--- config.mk ---
export PLATFORM = sky130hd
export DESIGN_NAME = dbg_addr_tap
export DESIGN_NICKNAME = d
export VERILOG_FILES = /design/src/rtl/dbg_addr_pkg.sv /design/src/rtl/dbg_addr_enable.sv /design/src/rtl/dbg_addr_slice.sv /design/src/rtl/dbg_addr_tap.sv
export SDC_FILE = /design/constraint.sdc
export NUM_CORES = 1
export LEC_CHECK = 0
export ABC_AREA = 0
export BUFFER_PORTS_ARGS = -buffer_cell sky130_fd_sc_hd__buf_2
export CAP_MARGIN = 20
export CORE_ASPECT_RATIO = 2
export CORE_MARGIN = 3
export CORE_UTILIZATION = 27
export DETAILED_ROUTE_END_ITERATION = 10
export GPL_ROUTABILITY_DRIVEN = 1
export PLACE_DENSITY_LB_ADDON = 0.2
export RECOVER_POWER = 25
export SYNTH_ARGS = -nofsm -noshare
export SYNTH_HDL_FRONTEND = slang
export SYNTH_SLANG_ARGS = --single-unit
--- constraint.sdc ---
create_clock -name clk -period 1.85 [get_ports clk]
set_input_delay 0.185 -clock clk [delete_from_list [all_inputs] [get_ports clk]]
set_output_delay 0.185 -clock clk [all_outputs]
set_load 0.005 [all_outputs]
--- src/rtl/dbg_addr_pkg.sv ---
package dbg_addr_pkg;

    localparam int PA_W      = 30;   // physical address width
    localparam int DBG_W     = 16;   // debug port width
    localparam int ROM_PA_W  = 24;   // rebuilt ROM-side address width
    localparam int SD_LSB    = 14;   // first unit-address bit shown for SDRAM
    localparam int ROM_LSB   = 8;    // first unit-address bit shown for ROM

    typedef enum logic {
        TGT_SDRAM = 1'b0,
        TGT_ROM   = 1'b1
    } tgt_e;

    typedef enum logic [1:0] {
        BW_8   = 2'b00,
        BW_32  = 2'b01,
        BW_64  = 2'b10,
        BW_RSV = 2'b11
    } bus_w_e;

    typedef struct packed {
        tgt_e   tgt;
        bus_w_e bw;
        logic   stb;
    } phase_t;

    // Low address bits that the data-bus width never resolves.
    function automatic int unsigned gran_shift(bus_w_e bw);
        case (bw)
            BW_32:   return 2;
            BW_64:   return 3;
            default: return 0;
        endcase
    endfunction

endpackage

--- src/rtl/dbg_addr_enable.sv ---
module dbg_addr_enable (
    input  logic clk,
    input  logic rst,
    input  logic strap_n,
    input  logic sw_en,
    output logic en
);
    logic strap_on;

    // Follows the strap while reset is held; frozen afterwards.
    always_ff @(posedge clk) begin
        if (rst) strap_on <= ~strap_n;
    end

    assign en = strap_on | sw_en;

    AST_STRAP_FROZEN: assert property (@(posedge clk) disable iff (rst)
        !$past(rst) |-> $stable(strap_on));

endmodule

--- src/rtl/dbg_addr_slice.sv ---
module dbg_addr_slice
    import dbg_addr_pkg::*;
#(
    parameter int AW  = PA_W,
    parameter int DW  = DBG_W,
    parameter int RW  = ROM_PA_W,
    parameter int SDL = SD_LSB,
    parameter int RML = ROM_LSB
) (
    input  logic [AW-1:0] addr,
    input  tgt_e          tgt,
    input  bus_w_e        bw,
    output logic [DW-1:0] slice
);
    localparam int PAD_W = AW - RW;

    logic [AW-1:0] base;
    logic [AW-1:0] unit;

    always_comb begin
        if (tgt == TGT_ROM) base = {{PAD_W{1'b0}}, addr[RW-1:0]};
        else                base = addr;
        unit = base >> gran_shift(bw);
        if (tgt == TGT_ROM) slice = unit[RML +: DW];
        else                slice = unit[SDL +: DW];
    end

endmodule

--- src/rtl/dbg_addr_tap.sv ---
module dbg_addr_tap
    import dbg_addr_pkg::*;
#(
    parameter int AW = PA_W,
    parameter int DW = DBG_W
) (
    input  logic          clk,
    input  logic          rst,
    input  logic          strap_n,
    input  logic          sw_en,
    input  logic [AW-1:0] phys_addr,
    input  logic          tgt,
    input  logic [1:0]    bus_w,
    input  logic          col_stb,
    input  logic          rom_stb,
    output logic [DW-1:0] dbg_addr,
    output logic          dbg_vld
);
    logic          en;
    phase_t        ph;
    logic [DW-1:0] slice;

    dbg_addr_enable u_en (
        .clk     (clk),
        .rst     (rst),
        .strap_n (strap_n),
        .sw_en   (sw_en),
        .en      (en)
    );

    always_comb begin
        ph.tgt = tgt_e'(tgt);
        ph.bw  = bus_w_e'(bus_w);
        ph.stb = (ph.tgt == TGT_ROM) ? rom_stb : col_stb;
    end

    dbg_addr_slice #(.AW(AW), .DW(DW)) u_slice (
        .addr  (phys_addr),
        .tgt   (ph.tgt),
        .bw    (ph.bw),
        .slice (slice)
    );

    // The output register doubles as the one-clock delay of the phase strobe.
    always_ff @(posedge clk) begin
        if (rst || !en) begin
            dbg_addr <= '0;
            dbg_vld  <= 1'b0;
        end else begin
            dbg_vld <= ph.stb;
            if (ph.stb) dbg_addr <= slice;
        end
    end

    AST_OFF_ZERO: assert property (@(posedge clk) disable iff (rst)
        !$past(en) |-> (dbg_addr == '0 && !dbg_vld));

    AST_VLD_FROM_STB: assert property (@(posedge clk) disable iff (rst)
        dbg_vld |-> $past(en) && ($past(tgt) ? $past(rom_stb) : $past(col_stb)));

    AST_STB_GIVES_VLD: assert property (@(posedge clk) disable iff (rst)
        $past(en) && !$past(rst) && ($past(tgt) ? $past(rom_stb) : $past(col_stb)) |-> dbg_vld);

    AST_HOLD: assert property (@(posedge clk) disable iff (rst)
        $past(en) && !dbg_vld |-> $stable(dbg_addr));

endmodule

* After elaboration in Yosys (flattened, before gate mapping)
Index checks and enable logic that the tools add are counted.
** Storage, ports and cells
- Flip-flop bits (word level) :: 18
- Input port bits :: 39
- Output and inout port bits :: 17
** Operators by class
- Eq/ne operators :: 2
- Shift operators :: 1
- Mux-type cells :: 4
- Bitwise logic cells :: 2
- Reductions and logical operators :: 2
** Operators with widths (number)
- 2-to-1 mux 30 bit :: 1
- >> shifter 30 x 2 -> 30 bit :: 1
- 2-to-1 mux 16 bit :: 1
- one-hot mux 2 bit (2 select lines) :: 1
- equality test 2 x 1 -> 1 bit (second input constant) :: 1
- equality test 2 bit (second input constant) :: 1
- logical NOT 1 bit :: 1
- logical OR 1 bit :: 1
- 2-to-1 mux 1 bit :: 1
- NOT 1 bit :: 1
- bitwise OR 1 bit :: 1

* Depth between registers and ports, before layout
- Word-level depth :: 4
- Mapped depth :: 9

* By module
A second synthesis with hierarchy kept.
** Second synthesis, totals
- Cells, all modules :: 162
- Area total of the unflattened synthesis :: 1604.0 um2
** By module, submodules not included
- dbg_addr_tap :: instances 1, cells an instance 75, area each 818.3 um2, sequential area each 340.3 um2
- dbg_addr_slice :: instances 1, cells an instance 84, area each 745.7 um2, sequential area each 0.0 um2
- dbg_addr_enable :: instances 1, cells an instance 3, area each 40.0 um2, sequential area each 30.0 um2

* Worst setup path before layout
Ideal clock, no wire load.
- Path type :: input to register
- From :: in bus_w[0]
- To :: reg dbg_addr[7]
- Setup time :: 0.122 ns
- Arrival time :: 1.416 ns
- Slack :: 0.313 ns
- Stages on the path :: 6
- Buffers on the path :: 1
- Cells stage by stage :: inv_1 ha_1 buf_6 mux4_2 a32oi_1 a21oi_1
** On the way
- Word-level cells in the longest chain between the ends :: 4
- Elaborated cells between the ends (all ways) :: 5
- Classes of those cells :: eq/ne: 2; shift: 1; mux: 2
** Ends and longest elaborated chain
- start: declaration :: line dbg_addr_tap.sv:13 : input logic [1:0] bus_w,
- equality test 2 bit or equality test 2 x 1 -> 1 bit (tied branches) :: line dbg_addr_pkg.sv:29 : case (bw)
- one-hot mux 2 bit (2 select lines) (*) :: line dbg_addr_pkg.sv:29
- >> shifter 30 x 2 -> 30 bit (*) :: line dbg_addr_slice.sv:23 : unit = base >> gran_shift(bw);
- 2-to-1 mux 16 bit (*) :: line dbg_addr_slice.sv:24 : if (tgt == TGT_ROM) slice = unit[RML +: DW];
- end signal: assignment :: line dbg_addr_tap.sv:51 : if (ph.stb) dbg_addr <= slice;
- end: declaration :: line dbg_addr_tap.sv:16 : output logic [DW-1:0] dbg_addr,
Mark *: on every way between the ends. The rest lies on a longest branch, timed or not.
A chain may end at the register's enable or synchronous reset.

* Worst setup path in the final report
- From :: in bus_w[0]
- To :: reg dbg_addr[6]
The elaborated chain is that of the path after synthesis.

==> results.py <==
metrics = {
    "status": {
        "status": "completed",
    },
    "clock_tree": {
        "clock_latency_ps": 250,
        "cts_tree": "yes",
        "numCtsBuffers": 3,
        "cts_setup_buffers": 0,
        "clkSinkCount": 18,
        "clk_pin_slew_ps": 60,
        "htree_levels": 1,
        "clockBufferDepth": 2,
        "cts_root_buffer": "clkbuf_8",
        "cts_resized": 0,
        "holdBufCountCts": 0,
    },
    "worst_setup_path": {
        "path_class": "primary input to flip-flop",
        "worstSetupStartpointType": "primary input",
        "cpMostUsedCell": "mux2i_1",
        "crit_family": "multiplexers",
        "cp.required_ps": 1990,
        "critPathMaxFanout": 14,
        "worst_ep_arrival_time_ps": 1800,
        "cpMaxStageDelayCell": "ha_2",
        "path_cells": "buf_2, inv_1, ha_2, buf_4, mux2i_1, mux2i_1, o22ai_1, nor2_1",
        "path_buf_inv": 3,
        "endpoint_kind": "flip-flop",
        "critPathMaxStageDelay_ps": 470,
    },
    "power": {
        "p_per_area_nw_per_um2": 654,
        "cellLeakagePower_nw": 0.728,
        "vdd_drop_max_mv": 0.420,
    },
    "global_route": {
        "grt_pass1_vias": 1284,
        "antenna_found_initial": 0,
        "globalRoute.totalOverflow": 0,
        "grt.total_usage": 0.129,
        "grt_start_max_net_pins": 15,
        "grt_pass1_wl_um": 6090,
    },
    "place": {
        "port_buffers": 47,
        "dp.final_hpwl_um": 3150,
        "gp_congestion": 0.819,
    },
    "drt": {
        "viasPerCell": 5.17,
        "first_pass_iters": 4,
        "vias": 1240,
        "wire_per_inst_um": 15.4,
        "drt_iter0_drc": 22,
        "wl_um": 3680,
        "ant_nets": 0,
        "remaining_drc_errors": 0,
    },
    "die": {
        "die_w_um": 55.3,
        "die_area_um2": 5790,
        "std_cell_rows": 35,
        "die_y_um": 105,
        "ios": 56,
        "initial_core_util": 0.283,
        "core-area_um2": 4640,
    },
    "timing": {
        "rsz0062_at_grt": "false",
        "maxSlewHeadroom": 0.716,
        "period_needed_ps": 1660,
        "drv_slew": 0,
        "tns_ps": 0,
        "max_slew.worst_pin.slew_ps": 425,
        "setup_violations": 0,
        "fmax_mhz": 602,
        "hold_violations": 0,
        "fin_crit_sh": 0.899,
        "finalClockSkew_ps": 2.21,
    },
    "yosys": {
        "ys_warn_count": 0,
        "netlist_area_um2": 1310,
        "async_flop_share": 0,
        "avgSynthCellArea_um2": 9.73,
        "synth.distinct_cells": 33,
        "synth_nets": 176,
        "ys.flop_type": "dfxtp_1",
        "yosysSeqAreaShare": 0.282,
        "synth-edff-count": 1,
        "ys_ff_latch": 18,
        "synthCells": 135,
    },
    "worst_hold_path": {
        "hold_path_class": "primary input to flip-flop",
    },
    "layout": {
        "area_growth_pct": 26.7,
        "antenna_cells": 0,
        "layout-drive-gt1-share": 0.335,
        "layout_commonest_cell": "buf_2",
        "finalNetCount": 227,
        "postLayoutCoreUtil": 0.358,
        "fillers": 542,
        "final_cell_mix": "buf_2, mux2i_1, dfxtp_1, nor2_1, o21ai_0",
    },
    "flow_run": {
        "drv_cap": 0,
    },
}
metrics by stage:
stage          cells  area (um^2)  total power, mW  setup slack [ps]  hold slack [ps]
3_3_place_gp     236         1610            0.779              -118              409
2_1_floorplan    135         1310            0.666               313              293
3_5_place_dp     236         1610            0.786              -173              409
4_1_cts          240         1670             1.10              88.2              149
5_1_grt          240         1660             1.15              91.1              173
6_report         240         1660             1.09               188              176
worst register-to-register path, stage by stage, from the launching register on:
cell,delay [ps]
edfxtp_1,330
nor2_1,50
nor2_1,80
buf_4,170
o21ai_0,110
nor3_1,190
power breakdown:
part | leakage (nW) | internal, mW | switching (mW)
Sequential | 0.150 | 0.421 | 0.0135
Combinational | 0.549 | 0.169 | 0.171
Clock | 0.0288 | 0.189 | 0.124
Total | 0.728 | 0.779 | 0.309
worst paths after layout:
check	from	to	slack, ps	cells past startpoint
worst max-delay path	bus_w[0]	dbg_addr[6]	190	8
worst min-delay path	strap_n	u_en.strap_on	180	2
worst max register to register	u_en.strap_on	dbg_addr[2]	860	5
worst min register to register	dbg_addr[14]	dbg_addr[14]	450	2
final cells by class:
| cell class | instances | area (um^2) | share of cell area |
|---|---|---|---|
| Multi-Input combinational cell | 103 | 852 | 0.512 |
| Sequential cell | 18 | 370 | 0.223 |
| Timing Repair Buffer | 58 | 310 | 0.186 |
| Tap cell | 55 | 68.8 | 0.0414 |
| Clock buffer | 4 | 55.1 | 0.0331 |
| Inverter | 2 | 7.51 | 0.00451 |
cells by family after synthesis:
| logic type | count (synthesis) | share of synthesized area |
|---|---|---|
| muxes | 30 | 0.331 |
| adders and majority gates | 2 | 0.0190 |
| AOI/OAI and AO/OA | 37 | 0.170 |
| and+or+nand+nor | 34 | 0.126 |
| DFF | 18 | 0.282 |
| buffers and inverters | 14 | 0.0714 |
cells in the mapped netlist, types with 3 or more instances:
master     n  share of area
buf_2      3          0.011
dfxtp_1   17           0.26
nor2_1    15          0.043
o22ai_1   10          0.048
mux4_1     6           0.12
a21oi_1    6          0.023
clkbuf_1   5          0.014
o21ai_0   13          0.050
nor2b_1    3          0.014
mux2i_1   21           0.16
nand2_1    7          0.020
mux4_2     3          0.051
registers in the layout (all words and copies together), names as in the netlist:
name,cells
dbg_addr,16
u_en.strap_on,1
dbg_vld,1
routing by layer:
metal	wire length, um	global-route usage	up-vias	part of all wire
met4	109	0.0730	0	0.030
met3	160	0.0247	8	0.043
li1	-	-	618	-
met2	2070	0.234	35	0.56
met5	0	0	-	0
met1	1340	0.132	579	0.36
No activity file was read; power rests on OpenSTA's default activity.
